==> src/rtl/preset_divider_pkg.sv <==
package preset_divider_pkg;

   // Value loaded at terminal count so that the chain spans MODULUS states.
   function automatic longint unsigned reload_value(input int unsigned width,
                                                    input longint unsigned modulus);
      return (64'd1 << width) - modulus;
   endfunction

endpackage

==> src/rtl/preset_divider_stage.sv <==
module preset_divider_stage #(
   parameter int unsigned W = 4
) (
   input  logic         clk,
   input  logic         rst_n,
   input  logic         step,
   input  logic         load,
   input  logic [W-1:0] load_val,
   output logic [W-1:0] q,
   output logic         at_max
);

   localparam logic [W-1:0] ALL_ONES = {W{1'b1}};

   always_ff @(posedge clk) begin
      if (!rst_n)    q <= load_val;
      else if (load) q <= load_val;
      else if (step) q <= q + 1'b1;
   end

   assign at_max = (q == ALL_ONES);

endmodule

==> src/rtl/preset_divider.sv <==
module preset_divider #(
   parameter int unsigned STAGE_W         = 4,
   parameter int unsigned NUM_STAGES      = 4,
   parameter int unsigned MODULUS         = 40000,
   parameter bit          CARRY_LOOKAHEAD = 1'b1
) (
   input  logic                          clk,
   input  logic                          rst_n,
   input  logic                          en,
   output logic [STAGE_W*NUM_STAGES-1:0] count_o,
   output logic                          pulse_o,
   output logic [NUM_STAGES-1:0]         stage_carry_o
);

   localparam int unsigned CNT_W = STAGE_W * NUM_STAGES;
   localparam logic [CNT_W-1:0] PRESET =
      CNT_W'(preset_divider_pkg::reload_value(CNT_W, 64'(MODULUS)));

   if (STAGE_W < 1 || NUM_STAGES < 1) begin : g_bad_shape
      $error("preset_divider: STAGE_W and NUM_STAGES must be at least 1");
   end
   if (CNT_W > 32) begin : g_bad_width
      $error("preset_divider: chain wider than 32 bits");
   end
   if (MODULUS < 2 || 64'(MODULUS) > (64'd1 << CNT_W)) begin : g_bad_mod
      $error("preset_divider: MODULUS out of range for chain width");
   end

   logic [NUM_STAGES-1:0] at_max;
   logic [NUM_STAGES-1:0] step;
   logic                  reload;

   assign reload = stage_carry_o[NUM_STAGES-1];

   for (genvar i = 0; i < NUM_STAGES; i++) begin : g_stage
      // Enable of stage i: en and every lower stage at all ones.
      if (i == 0) begin : g_first
         assign step[i] = en;
      end else if (CARRY_LOOKAHEAD) begin : g_look
         assign step[i] = en & (&at_max[i-1:0]);
      end else begin : g_ripple
         assign step[i] = stage_carry_o[i-1];
      end

      assign stage_carry_o[i] = step[i] & at_max[i];

      preset_divider_stage #(.W(STAGE_W)) u_stage (
         .clk      (clk),
         .rst_n    (rst_n),
         .step     (step[i]),
         .load     (reload),
         .load_val (PRESET[i*STAGE_W +: STAGE_W]),
         .q        (count_o[i*STAGE_W +: STAGE_W]),
         .at_max   (at_max[i])
      );
   end

   assign pulse_o = reload;

endmodule

==> config.mk <==
export PLATFORM = sky130hd
export DESIGN_NAME = preset_divider
export DESIGN_NICKNAME = d
export VERILOG_FILES = /design/src/rtl/preset_divider_pkg.sv /design/src/rtl/preset_divider_stage.sv /design/src/rtl/preset_divider.sv
export SDC_FILE = /design/constraint.sdc
export NUM_CORES = 1
export LEC_CHECK = 0
export BUFFER_PORTS_ARGS = -buffer_cell sky130_fd_sc_hd__buf_4
export CAP_MARGIN = 20
export CORE_MARGIN = 5
export CORE_UTILIZATION = 29
export CTS_CLUSTER_SIZE = 16
export DETAILED_ROUTE_END_ITERATION = 8
export GPL_ROUTABILITY_DRIVEN = 1
export GPL_TIMING_DRIVEN = 0
export PLACE_DENSITY_LB_ADDON = 0.08
export SLEW_MARGIN = 20
export SYNTH_ARGS = -nofsm -noshare
export SYNTH_HDL_FRONTEND = slang
export SYNTH_SLANG_ARGS = --single-unit
==> constraint.sdc <==
create_clock -name clk -period 1.6 [get_ports clk]
set_clock_uncertainty 0.1 [all_clocks]
set_input_delay 0.08 -clock clk [delete_from_list [all_inputs] [get_ports clk]]
set_output_delay 0.08 -clock clk [all_outputs]
set_load 0.01 [all_outputs]
==> results by stage, run 1 <==
Synthesis:
- For this run, the number of Yosys warnings is 0.
- The synthesized instance count is 100.
- Dividing the synthesized area by the synthesized cell count gives 8.71 um^2.
- The top cell type by area accounts for 36.8% of the synthesized area.
- Summed over all instances, the cell type with the most area after synthesis is sky130_fd_sc_hd__dfxtp_1.
- The number of distinct library cells after synthesis is 35.
- By area the synthesized netlist is led by sky130_fd_sc_hd__dfxtp_1, sky130_fd_sc_hd__ha_1, sky130_fd_sc_hd__nand3_1.
- In this run, synthesis produced a sequential element count of 16.
- After synthesis the cells add up to 871 um^2.
- The synthesized net count is 107.
- Of the synthesized area, sequential elements account for 36.8%.

Status:
- The checks that failed: negative setup slack.
- The run finished, with violations left.

Route:
- The final routed wire length divided by cell count is 16.2 um.
- The post-detailed-route DRC marker count is 0.
- Dividing the detail-routed via count by the number of cells gives 5.51.
- The first-pass iteration count of the detailed router is 4.
- The detailed router finished its first iteration with 22 violations.
- After detailed routing, the total wire length is 2.77 mm.
- Once detail routing completed, the nets flagged for antenna violations numbered 0.
- The number of vias after detailed routing is 942.

STA:
- Setup violations remaining at the end of the flow were counted as 3.
- The worst path uses 103% of the clock period.
- Headroom to the max-slew limit came out at 66.0%.
- For the pin with the worst max-slew slack, the measured transition is 0.510 ns.
- The max-slew violation count is 0.
- Setup repair after global routing could not meet its margin everywhere.
- Across all setup checks in the final design, the least slack found is -0.0416 ns.
- The clock period minus final worst setup slack is 1.64 ns.
- The worst slack on hold paths is 0.436 ns.
- Static timing analysis puts the maximum clock frequency at 0.609 GHz.
- The final hold violation count is 0.

CTS:
- Clock latency on the worst-skew pair, taken at its later pin, is 0.30 ns.
- The clock-pin slew on the worst setup and hold paths is 0.11 ns.
- The number of H-tree branching levels is 1.
- TritonCTS built the clock tree.
- CTS saw 16 sinks.
- No sink is reached through more buffers than the 2 on the longest clock path.
- The root buffer cell is sky130_fd_sc_hd__clkbuf_4.
- The number of CTS-inserted buffers is 3.

Cells and area:
- The number of antenna diodes in the final layout is 0.
- The area growth from synthesis to final layout is 63.4%.
- The number of inserted filler cells in the final layout is 268.
- At the end of the flow the core is filled with cells to 50.3%.
- The most flop-heavy register is g_stage.u_stage.q.
- In the final layout, the registers with the most flip-flops are g_stage.u_stage.q: 16 flops.
- The register with the most flip-flops in the layout has 16 of them.
- The final-stage net count is 148.
- Once layout is complete, the cells apart from fillers number 171.
- The share of post-route cells with drive strength above 1 is 51.4%.

Floorplan:
- Once the floorplan was initialized, standard cells occupied 30.8% of the core.
- The die is 64.8 um wide.
- In this run the core area contains 19 standard-cell rows.
- After floorplanning, the core was sized to cover 2830 um^2.
- The die is 64.8 um tall.
- The overall die area is 4200 um^2.
- The total I/O pin count is 24.

Power:
- For this design the static power due to leakage is 0.570 nW.
- The power after layout is 0.000774 W.
- The maximum resistive drop on vdd is 0.328 mV.
- In this run the power density over the cells is 544 nW/um^2.

Placement:
- Once detailed placement completed, the half-perimeter wirelength came to 1.70 mm.
- The congestion estimate from routability-driven global placement came to 0.769.
- The cell count after placement is 154.
- Port buffering added 23 buffers.

Global route:
- After global routing the overflow that remains totals 0.
- Across every metal layer, demand over resource in global routing totals 13.4%.
- The number of antenna violations at the first check in global routing came to 0.
- The first-pass GRT wire length is 4.34 mm.
- The via count of the first global-routing pass is 911.
- The maximum number of pins on one net before global-route repair is 11.

Critical path:
- The kind of start point of the critical path is a register.
- Along the worst path, the maximum fanout reaches 7.
- The kind of critical path is register to register.
- The worst path required time is 1.68 ns.
- The endpoint kind of the worst setup timing path is a register.
- The critical path arrival is 1.73 ns.

Flow run:
- Max-cap violations in this run came to 0.

Min path:
- The class of the worst hold path is register to register.
## timing repair
item / 4_1_cts / 5_1_grt
hold buffers: 2 / 0
setup buffers: 6 / 7
pin swaps: 1 / 3
resized for setup: 32 / 14
setup endpoints to repair: 18 / 14
endpoints found under the hold margin: 4 / 0
## metal layers
| metal | global-route usage, % | up-vias | part of all wire, % |
|---|---|---|---|
| met5 | 0 | - | 0 |
| met4 | 6.86 | 0 | 1.7 |
| met3 | 2.59 | 5 | 4.7 |
| met2 | 20.7 | 21 | 46 |
| met1 | 17.6 | 445 | 48 |
| li1 | - | 471 | - |
## metrics by stage
step           cell area (um^2)  worst slack, ns  setup TNS (ns)
6_report                   1420          -0.0416          -0.119
5_1_grt                    1420           -0.114          -0.426
4_1_cts                    1310          -0.0798          -0.309
3_5_place_dp               1100           -0.198           -1.57
3_3_place_gp               1100           -0.191           -1.59
2_1_floorplan               890          -0.0121         -0.0477
## report_power, final
group	internal [W]	switching [W]	total, W
Combinational	0.0000403	0.0000354	0.0000757
Clock	0.000139	0.000149	0.000288
Sequential	0.000399	0.0000119	0.000411
## synthesized netlist by cell type
library cell,count
sky130_fd_sc_hd__a311oi_1,2
sky130_fd_sc_hd__inv_1,3
sky130_fd_sc_hd__a31oi_1,3
sky130_fd_sc_hd__nand4_1,3
sky130_fd_sc_hd__buf_2,3
sky130_fd_sc_hd__o2111a_1,1
sky130_fd_sc_hd__dfxtp_1,16
sky130_fd_sc_hd__o41ai_1,3
sky130_fd_sc_hd__xnor2_1,1
sky130_fd_sc_hd__o211ai_1,1
sky130_fd_sc_hd__o41ai_2,1
sky130_fd_sc_hd__and3_1,4
sky130_fd_sc_hd__nor2_1,5
sky130_fd_sc_hd__nand2_1,5
sky130_fd_sc_hd__or3_1,1
sky130_fd_sc_hd__o21ai_0,6
sky130_fd_sc_hd__o311ai_0,1
sky130_fd_sc_hd__and4_1,1
sky130_fd_sc_hd__nand4_2,1
sky130_fd_sc_hd__a21oi_1,4
sky130_fd_sc_hd__clkbuf_1,2
sky130_fd_sc_hd__nand3_1,10
sky130_fd_sc_hd__nor2b_1,1
sky130_fd_sc_hd__a2111oi_0,1
sky130_fd_sc_hd__xor2_1,2
sky130_fd_sc_hd__nand2b_1,3
sky130_fd_sc_hd__mux2i_1,2
sky130_fd_sc_hd__buf_4,2
sky130_fd_sc_hd__a41oi_1,1
sky130_fd_sc_hd__or4_1,1
sky130_fd_sc_hd__o41a_1,1
sky130_fd_sc_hd__ha_1,4
sky130_fd_sc_hd__and2_1,1
sky130_fd_sc_hd__a211oi_1,1
sky130_fd_sc_hd__nor3_1,3
## final cells by class
type                    count  area (um^2)  share of cell area (%)
plain buffers               5         31.3                    2.20
clock buffers               4         36.3                    2.55
inverters                   3         13.8                   0.967
multi-input cells          74          662                    46.5
flip-flops and latches     16          347                    24.4
well taps                  31         38.8                    2.73
repair buffers             38          294                    20.7
## worst paths after layout
check	startpoint	end	slack, ns	cells past startpoint
setup / recovery	g_stage[2].u_stage.q[0]	g_stage[1].u_stage.q[3]	-0.04	4
hold / removal	g_stage[1].u_stage.q[3]	g_stage[1].u_stage.q[2]	0.44	2
setup reg to reg	g_stage[2].u_stage.q[0]	g_stage[1].u_stage.q[3]	-0.04	4
hold reg to reg	g_stage[1].u_stage.q[3]	g_stage[1].u_stage.q[2]	0.44	2
## cells in the final DEF (no fill, tap or decap), types with 2 or more instances in the layout
cell | synthesis | final
sky130_fd_sc_hd__nand4_1 | 3 | 3
sky130_fd_sc_hd__nand3_4 | 0 | 3
sky130_fd_sc_hd__mux2i_1 | 2 | 2
sky130_fd_sc_hd__nand3_1 | 10 | 7
sky130_fd_sc_hd__nor2_1 | 5 | 5
sky130_fd_sc_hd__xor2_1 | 2 | 2
sky130_fd_sc_hd__and3_4 | 0 | 2
sky130_fd_sc_hd__dfxtp_1 | 16 | 5
sky130_fd_sc_hd__nor3_1 | 3 | 2
sky130_fd_sc_hd__nand2_1 | 5 | 4
sky130_fd_sc_hd__o21ai_0 | 6 | 6
sky130_fd_sc_hd__a31oi_1 | 3 | 3
sky130_fd_sc_hd__ha_4 | 0 | 4
sky130_fd_sc_hd__nand2b_1 | 3 | 3
sky130_fd_sc_hd__clkbuf_4 | 0 | 3
sky130_fd_sc_hd__a21oi_1 | 4 | 4
sky130_fd_sc_hd__dfxtp_4 | 0 | 5
sky130_fd_sc_hd__inv_1 | 3 | 2
sky130_fd_sc_hd__dlygate4sd3_1 | 0 | 2
sky130_fd_sc_hd__dfxtp_2 | 0 | 6
sky130_fd_sc_hd__a311oi_1 | 2 | 2
sky130_fd_sc_hd__o41ai_1 | 3 | 2
sky130_fd_sc_hd__buf_4 | 2 | 38
## kinds of logic after synthesis
logic type / share of synthesized area, %
adders and majority gates: 5.75
xor gates and xnor gates: 3.02
AOI/OAI and AO/OA: 22.1
DFF: 36.8
muxes: 2.30
and+or+nand+nor: 24.4
buffers and inverters: 5.60
## worst max-delay path, stage by stage, from the launching register on
cell	delay (ns)
sky130_fd_sc_hd__dfxtp_4	0.38
sky130_fd_sc_hd__ha_4	0.18
sky130_fd_sc_hd__and3_2	0.28
sky130_fd_sc_hd__and3_1	0.20
sky130_fd_sc_hd__o41a_1	0.38
Note: power is estimated with default switching activity, not from simulation.
==> inputs of run 2 (changes only) <==
--- a/config.mk
+++ b/config.mk
@@ -7,13 +7,15 @@
 export LEC_CHECK = 0
 export BUFFER_PORTS_ARGS = -buffer_cell sky130_fd_sc_hd__buf_4
 export CAP_MARGIN = 20
+export CELL_PAD_IN_SITES_DETAIL_PLACEMENT = 1
+export CELL_PAD_IN_SITES_GLOBAL_PLACEMENT = 1
 export CORE_MARGIN = 5
 export CORE_UTILIZATION = 29
 export CTS_CLUSTER_SIZE = 16
 export DETAILED_ROUTE_END_ITERATION = 8
 export GPL_ROUTABILITY_DRIVEN = 1
 export GPL_TIMING_DRIVEN = 0
-export PLACE_DENSITY_LB_ADDON = 0.08
+export PLACE_DENSITY = 0.62
 export SLEW_MARGIN = 20
 export SYNTH_ARGS = -nofsm -noshare
 export SYNTH_HDL_FRONTEND = slang
==> results by stage, run 2 (synthesis results as in run 1) <==
Status:
- The run finished, with violations left.
- The final reports fail on negative setup slack.

CTS:
- The number of buffers on the longest clock path is 2 (unchanged).
- The clock latency reported for the late side of the worst-skew pair is 0.30 ns (about the same).
- The clock-pin slew on the worst setup and hold paths is 0.11 ns (about the same).
- The number of sinks handled by clock tree synthesis is 16 (unchanged).
- The root buffer cell is sky130_fd_sc_hd__clkbuf_4.
- TritonCTS built the clock tree.
- The number of H-tree branching levels was 1 (unchanged).
- The number of CTS-inserted buffers is 3 (unchanged).

Cells and area:
- The flip-flop count of the largest register after layout was 16 (unchanged).
- The library cell used most frequently in the layout, excluding fill and tap cells, is sky130_fd_sc_hd__buf_4.
- The final-stage net count is 153 (+3.4%).
- In the final layout, the registers with the most flip-flops are g_stage.u_stage.q: 16 flops.
- The share of post-route cells with drive strength above 1 came to 55.2% (+3.7 points).
- In the layout the commonest cells are sky130_fd_sc_hd__buf_4, sky130_fd_sc_hd__buf_6, sky130_fd_sc_hd__dfxtp_2.
- The area growth from synthesis to final layout is 74.1%.
- g_stage.u_stage.q holds more flip-flops than any other register.
- The number of diodes is 0 (unchanged).
- The final non-filler cell total is 176 (+2.9%).

Critical path:
- The worst path required time is 1.42 ns (-0.26 ns).
- The kind of critical path is register to output pin.
- The worst setup path is launched from a register.
- The worst setup path is captured at an output pin.
- The critical path arrival is 1.52 ns (-0.21 ns).
- The highest fanout seen on the critical path is 5 (-2).

Power:
- The switching share of power is 24.8% (-0.48 points).
- The power density over cell area came to 506 nW/um^2 (-7.0%).
- The maximum resistive drop on vdd came to 0.368 mV (+12%).
- The power after layout is 0.000768 W (-0.82%).
- The fraction of power consumed by sequential logic is 53.6% (+0.5 points).
- The switching power was 0.000191 W (-2.7%).
- The cell-internal power is 0.000577 W (-0.18%).
- The portion of total power attributed to the clock network was 36.7% (-0.4 points).
- The combinational share of power came to 9.6% (-0.2 points).
- The reported leakage power is 0.612 nW (+7.3%).

Global route:
- The total congestion overflow after global routing came to 0 (unchanged).
- The via count of the first global-routing pass is 959 (+5.3%).
- The first-pass GRT wire length was 4.82 mm (+11%).
- The number of antenna violations at the first check in global routing is 0 (unchanged).
- The overall fraction of global-route tracks in use came to 14.6% (+1.3 points).
- The maximum number of pins on one net before global-route repair is 11 (unchanged).

STA:
- The post-route fraction of the period consumed by the critical path is 106% (+3.8 points).
- Setup repair after global routing could not meet its margin everywhere.
- The worst slack on hold paths was 0.445 ns (+0.00898 ns).
- The worst-margin pin slew is 0.568 ns (+0.0580 ns).
- The setup violation total in the final timing report came to 6 (+3).
- The highest achievable clock rate is 0.587 GHz (-3.6%).
- The clock period minus final worst setup slack is 1.70 ns (+0.0606 ns).
- The max-slew violation count came to 0 (unchanged).
- The least setup slack across all paths after layout is -0.102 ns (-0.0606 ns).
- The tightest slew margin relative to the limit was 62.1% (-3.9 points).
- The final hold violation count came to 0 (unchanged).

Placement:
- The half-perimeter wire length after placement is 1.86 mm (+9.0%).
- The final RePlAce weighted congestion is 0.750 (-2.6%).
- The cell count after placement was 154 (unchanged).
- The count of input and output buffers is 23 (unchanged).

Floorplan:
- The die outline width was 64.8 um (unchanged).
- The height of the die is 64.8 um (unchanged).
- The overall die area is 4200 um^2 (unchanged).
- The number of core rows came to 19 (unchanged).
- The total I/O pin count is 24 (unchanged).
- The core box area is 2830 um^2 (unchanged).
- The effective utilization at floorplan is 30.8% (unchanged).

Min path:
- The min-delay analysis places its worst path in the category register to register.

Route:
- The remaining antenna violation count after routing is 0 (unchanged).
- The number of vias after detailed routing was 989 (+5.0%).
- The final routed wire length divided by cell count was 19.2 um (+19%).
- The routed via count divided by cell count is 5.62 (+2.0%).
- The first-pass iteration count of the detailed router is 4 (unchanged).
- The total wire length was 3.38 mm (+22%).
- The post-detailed-route DRC marker count came to 0 (unchanged).
- The starting DRC count in detailed routing is 59 (+170%).

Flow run:
- The count of maximum capacitance violations came to 0 (unchanged).
-- run 2: layer usage --
layer	track usage, %	up-vias	wire length (um)
li1	-	475	-
met5	0	-	0
met4	3.17	0	20
met1	18.7	491	1520
met3	4.15	2	114
met2	24.5	21	1720
-- run 2: timing repair --
| action | CTS | global route |
|---|---|---|
| endpoints found under the setup margin | 18 | 13 |
| pin swaps | 0 | 10 |
| resized for setup | 35 | 28 |
| hold endpoints to repair | 4 | 0 |
| hold buffers | 2 | 0 |
| setup buffers | 7 | 11 |
-- run 2: power groups by stage --
stage                     registers, W  clock network (W)  logic [W]
after floorplan               0.000427                  0  0.0000235
after global placement        0.000425                  0  0.0000532
after detailed placement      0.000426                  0  0.0000543
after CTS                     0.000411           0.000287  0.0000710
after global routing          0.000414           0.000307  0.0000829
final                         0.000412           0.000282  0.0000741
-- run 2: worst paths after layout --
path / start / to / slack [ns] / depth (start not counted)
worst min register to register: g_stage[1].u_stage.q[3] / g_stage[1].u_stage.q[2] / 0.45 / 2
worst max-delay path: g_stage[3].u_stage.q[1] / stage_carry_o[3] / -0.10 / 5
worst max register to register: g_stage[2].u_stage.q[0] / g_stage[1].u_stage.q[3] / -0.03 / 4
worst min-delay path: g_stage[1].u_stage.q[3] / g_stage[1].u_stage.q[2] / 0.45 / 2
-- run 2: cell type report --
cell class              count  area, um^2
inverters                   3        16.3
well taps                  31        38.8
plain buffers               5        45.0
flip-flops and latches     16         345
fillers                   322        1310
multi-input cells          74         677
repair buffers             43         358
clock buffers               4        36.3
-- run 2: worst max-delay path: stages (launching register included) --
cell	delay, ns
sky130_fd_sc_hd__dfxtp_2	0.42
sky130_fd_sc_hd__ha_4	0.20
sky130_fd_sc_hd__nand3_4	0.14
sky130_fd_sc_hd__nor3_4	0.24
sky130_fd_sc_hd__buf_4	0.14
sky130_fd_sc_hd__buf_6	0.09
-- run 2: stage by stage --
stage          instance area (um^2)  worst slack (ns)  utilization, %  TNS, ns
2_1_floorplan                   890           -0.0121               -  -0.0477
3_3_place_gp                   1100            -0.225            38.9    -1.67
3_5_place_dp                   1100            -0.275            38.9    -2.05
4_1_cts                        1350            -0.107            47.6   -0.396
5_1_grt                        1520            -0.183            53.6    -1.06
6_report                       1520            -0.102            53.6   -0.198
==> inputs of run 3 (changes only) <==
--- a/config.mk
+++ b/config.mk
@@ -9,6 +9,7 @@
 export CAP_MARGIN = 20
 export CELL_PAD_IN_SITES_DETAIL_PLACEMENT = 1
 export CELL_PAD_IN_SITES_GLOBAL_PLACEMENT = 1
+export CORE_ASPECT_RATIO = 0.5
 export CORE_MARGIN = 5
 export CORE_UTILIZATION = 29
 export CTS_CLUSTER_SIZE = 16
==> results by stage, run 3 (synthesis results as in run 1) <==
Floorplan:
- The die outline width is 87.5 um (+35%).
- The core box area came to 2940 um^2 (+4.0%).
- The effective utilization at floorplan was 29.6% (-1.2 points).
- The total I/O pin count is 24 (unchanged).
- The number of core rows came to 14 (-5).
- The height of the die came to 48.8 um (-25%).
- The overall die area is 4270 um^2 (+1.6%).

Power:
- The reported leakage power is 0.572 nW (-6.5%).
- The power density over cell area is 579 nW/um^2 (+14%).
- The maximum resistive drop on vdd is 0.302 mV (-18%).
- The power after layout was 0.000848 W (+10%).

Cells and area:
- The number of diodes is 0 (unchanged).
- Compared with the post-synthesis result, the final layout area differs by 68.2%.
- The number of inserted filler cells in the final layout is 344 (+6.8%).
- The flip-flop count of the largest register after layout was 16 (unchanged).
- The largest registers in the layout are g_stage.u_stage.q: 16 flops.
- Leaving out fill and tap cells, the most frequent cells in the layout are sky130_fd_sc_hd__buf_4, sky130_fd_sc_hd__nand3_1, sky130_fd_sc_hd__dfxtp_4, sky130_fd_sc_hd__dfxtp_1.
- The most common library cell in the layout ignoring fill and taps is sky130_fd_sc_hd__buf_4.
- The share of post-route cells with drive strength above 1 came to 50.4% (-4.8 points).
- The area taken by multi-input logic gates was 677 um^2 (unchanged).
- The area occupied by registers was 348 um^2 (+0.72%).
- Ranked by flip-flop count, first place goes to g_stage.u_stage.q.
- The final-stage net count is 143 (-6.5%).

Min path:
- The tightest min-delay check is of the primary input to register type.

CTS:
- The number of H-tree branching levels is 1 (unchanged).
- The number of sinks handled by clock tree synthesis is 16 (unchanged).
- The number of CTS-inserted buffers is 3 (unchanged).
- The clock latency reported for the late side of the worst-skew pair came to 0.25 ns (-0.05 ns).
- The clock-pin slew on the worst setup and hold paths is 0.07 ns (-0.04 ns).
- The number of buffers inserted for hold repair after clock tree synthesis came to 0 (-2).
- The number of buffers on the longest clock path is 2 (unchanged).
- The root buffer cell is sky130_fd_sc_hd__clkbuf_8.
- The TritonCTS clock tree is done.

Route:
- The starting DRC count in detailed routing is 39 (-34%).
- The final routed wire length divided by cell count is 18.4 um (-4.0%).
- The total wire length is 3.23 mm (-4.5%).
- The number of vias after detailed routing was 972 (-1.7%).
- The post-detailed-route DRC marker count was 0 (unchanged).
- The routed via count divided by cell count is 5.55 (-1.2%).
- The first-pass iteration count of the detailed router came to 4 (unchanged).
- The remaining antenna violation count after routing is 0 (unchanged).

STA:
- The setup violation total in the final timing report is 0 (-6).
- The worst-margin pin slew is 0.589 ns (+0.0208 ns).
- The tightest slew margin relative to the limit came to 60.7% (-1.4 points).
- Setup repair after global routing could not meet its margin everywhere.
- The final hold violation count came to 0 (unchanged).
- The least setup slack across all paths after layout came to 0.0503 ns (+0.153 ns).
- The highest achievable clock rate is 0.645 GHz (+9.8%).
- The post-route fraction of the period consumed by the critical path is 96.9% (-9.5 points).
- The max-slew violation count came to 0 (unchanged).
- The clock period minus final worst setup slack was 1.55 ns (-0.153 ns).

Critical path:
- The highest fanout seen on the critical path is 6 (+1).
- By startpoint and endpoint, the worst setup path is classified as register to register.
- The critical path arrival came to 1.58 ns (+0.06 ns).
- The kind of start point of the critical path is a register.
- The worst path required time came to 1.63 ns (+0.21 ns).
- The worst setup path is captured at a register.

Global route:
- The maximum number of pins on one net before global-route repair is 11 (unchanged).
- The number of antenna violations at the first check in global routing is 0 (unchanged).
- The via count of the first global-routing pass is 964 (+0.52%).
- The overall fraction of global-route tracks in use is 14.9% (+0.24 points).
- The first-pass GRT wire length came to 4.93 mm (+2.1%).
- The total congestion overflow after global routing is 0 (unchanged).

Flow run:
- The count of maximum capacitance violations is 0 (unchanged).

Placement:
- The pre-CTS setup slack is -0.295 ns (-0.0200 ns).
- The count of input and output buffers is 23 (unchanged).
- The half-perimeter wire length after placement was 1.95 mm (+4.9%).
- The final RePlAce weighted congestion came to 0.732 (-2.3%).

Status:
- The flow ran to the end, and the final reports show no timing, DRC or antenna violations.
==> run 3: path summary, 6_finish.rpt <==
check	start	to	slack, ns	cells after the start
setup / recovery	g_stage[1].u_stage.q[1]	g_stage[3].u_stage.q[3]	0.05	6
hold reg to reg	g_stage[1].u_stage.q[3]	g_stage[1].u_stage.q[2]	0.43	2
setup reg to reg	g_stage[1].u_stage.q[1]	g_stage[3].u_stage.q[3]	0.05	6
hold / removal	en	g_stage[0].u_stage.q[0]	0.04	3
==> run 3: per-layer routing <==
metal	global-route usage [%]	vias up	wire (um)
li1	-	459	-
met2	24.1	23	1580
met3	3.90	2	103
met4	3.06	0	17
met5	0	-	0
met1	19.8	488	1530
==> run 3: final cells by class <==
type / instances / area share, %
Timing Repair Buffer: 34 / 19.6
Clock buffer: 4 / 3.76
Multi-Input combinational cell: 74 / 46.2
Sequential cell: 16 / 23.7
Inverter: 3 / 0.939
Buffer: 4 / 2.31
Tap cell: 40 / 3.42
==> run 3: metrics by stage <==
step / hold slack (ns) / util (%) / area, um^2 / setup TNS [ns] / std cells
finish: 0.0420 / 49.8 / 1470 / 0 / 175
global route: 0.0400 / 49.8 / 1470 / -0.140 / 175
floorplan: 0.117 / - / 890 / -0.0477 / 100
detailed placement: 0.285 / 37.8 / 1110 / -2.73 / 163
global placement: 0.273 / 37.8 / 1110 / -2.37 / 163
CTS: 0.0280 / 46.0 / 1350 / 0 / 172
==> run 3: what timing repair did <==
action | 4_1_cts | 5_1_grt
pin swaps | 2 | 1
setup buffers | 7 | 4
setup endpoints to repair | 18 | 12
gates resized for setup | 36 | 18
==> run 3: where the power goes <==
group          internal, W  switching, W
sequential        0.000398     0.0000122
combinational    0.0000340     0.0000360
clock             0.000218      0.000149
==> run 3: worst max-delay path, stage by stage (launching register included) <==
cell and delay, ns:
sky130_fd_sc_hd__dfxtp_4 0.36, sky130_fd_sc_hd__ha_4 0.15, sky130_fd_sc_hd__buf_4 0.12, sky130_fd_sc_hd__nand3_4 0.13, sky130_fd_sc_hd__buf_12 0.17, sky130_fd_sc_hd__o41ai_4 0.30, sky130_fd_sc_hd__o41ai_1 0.11
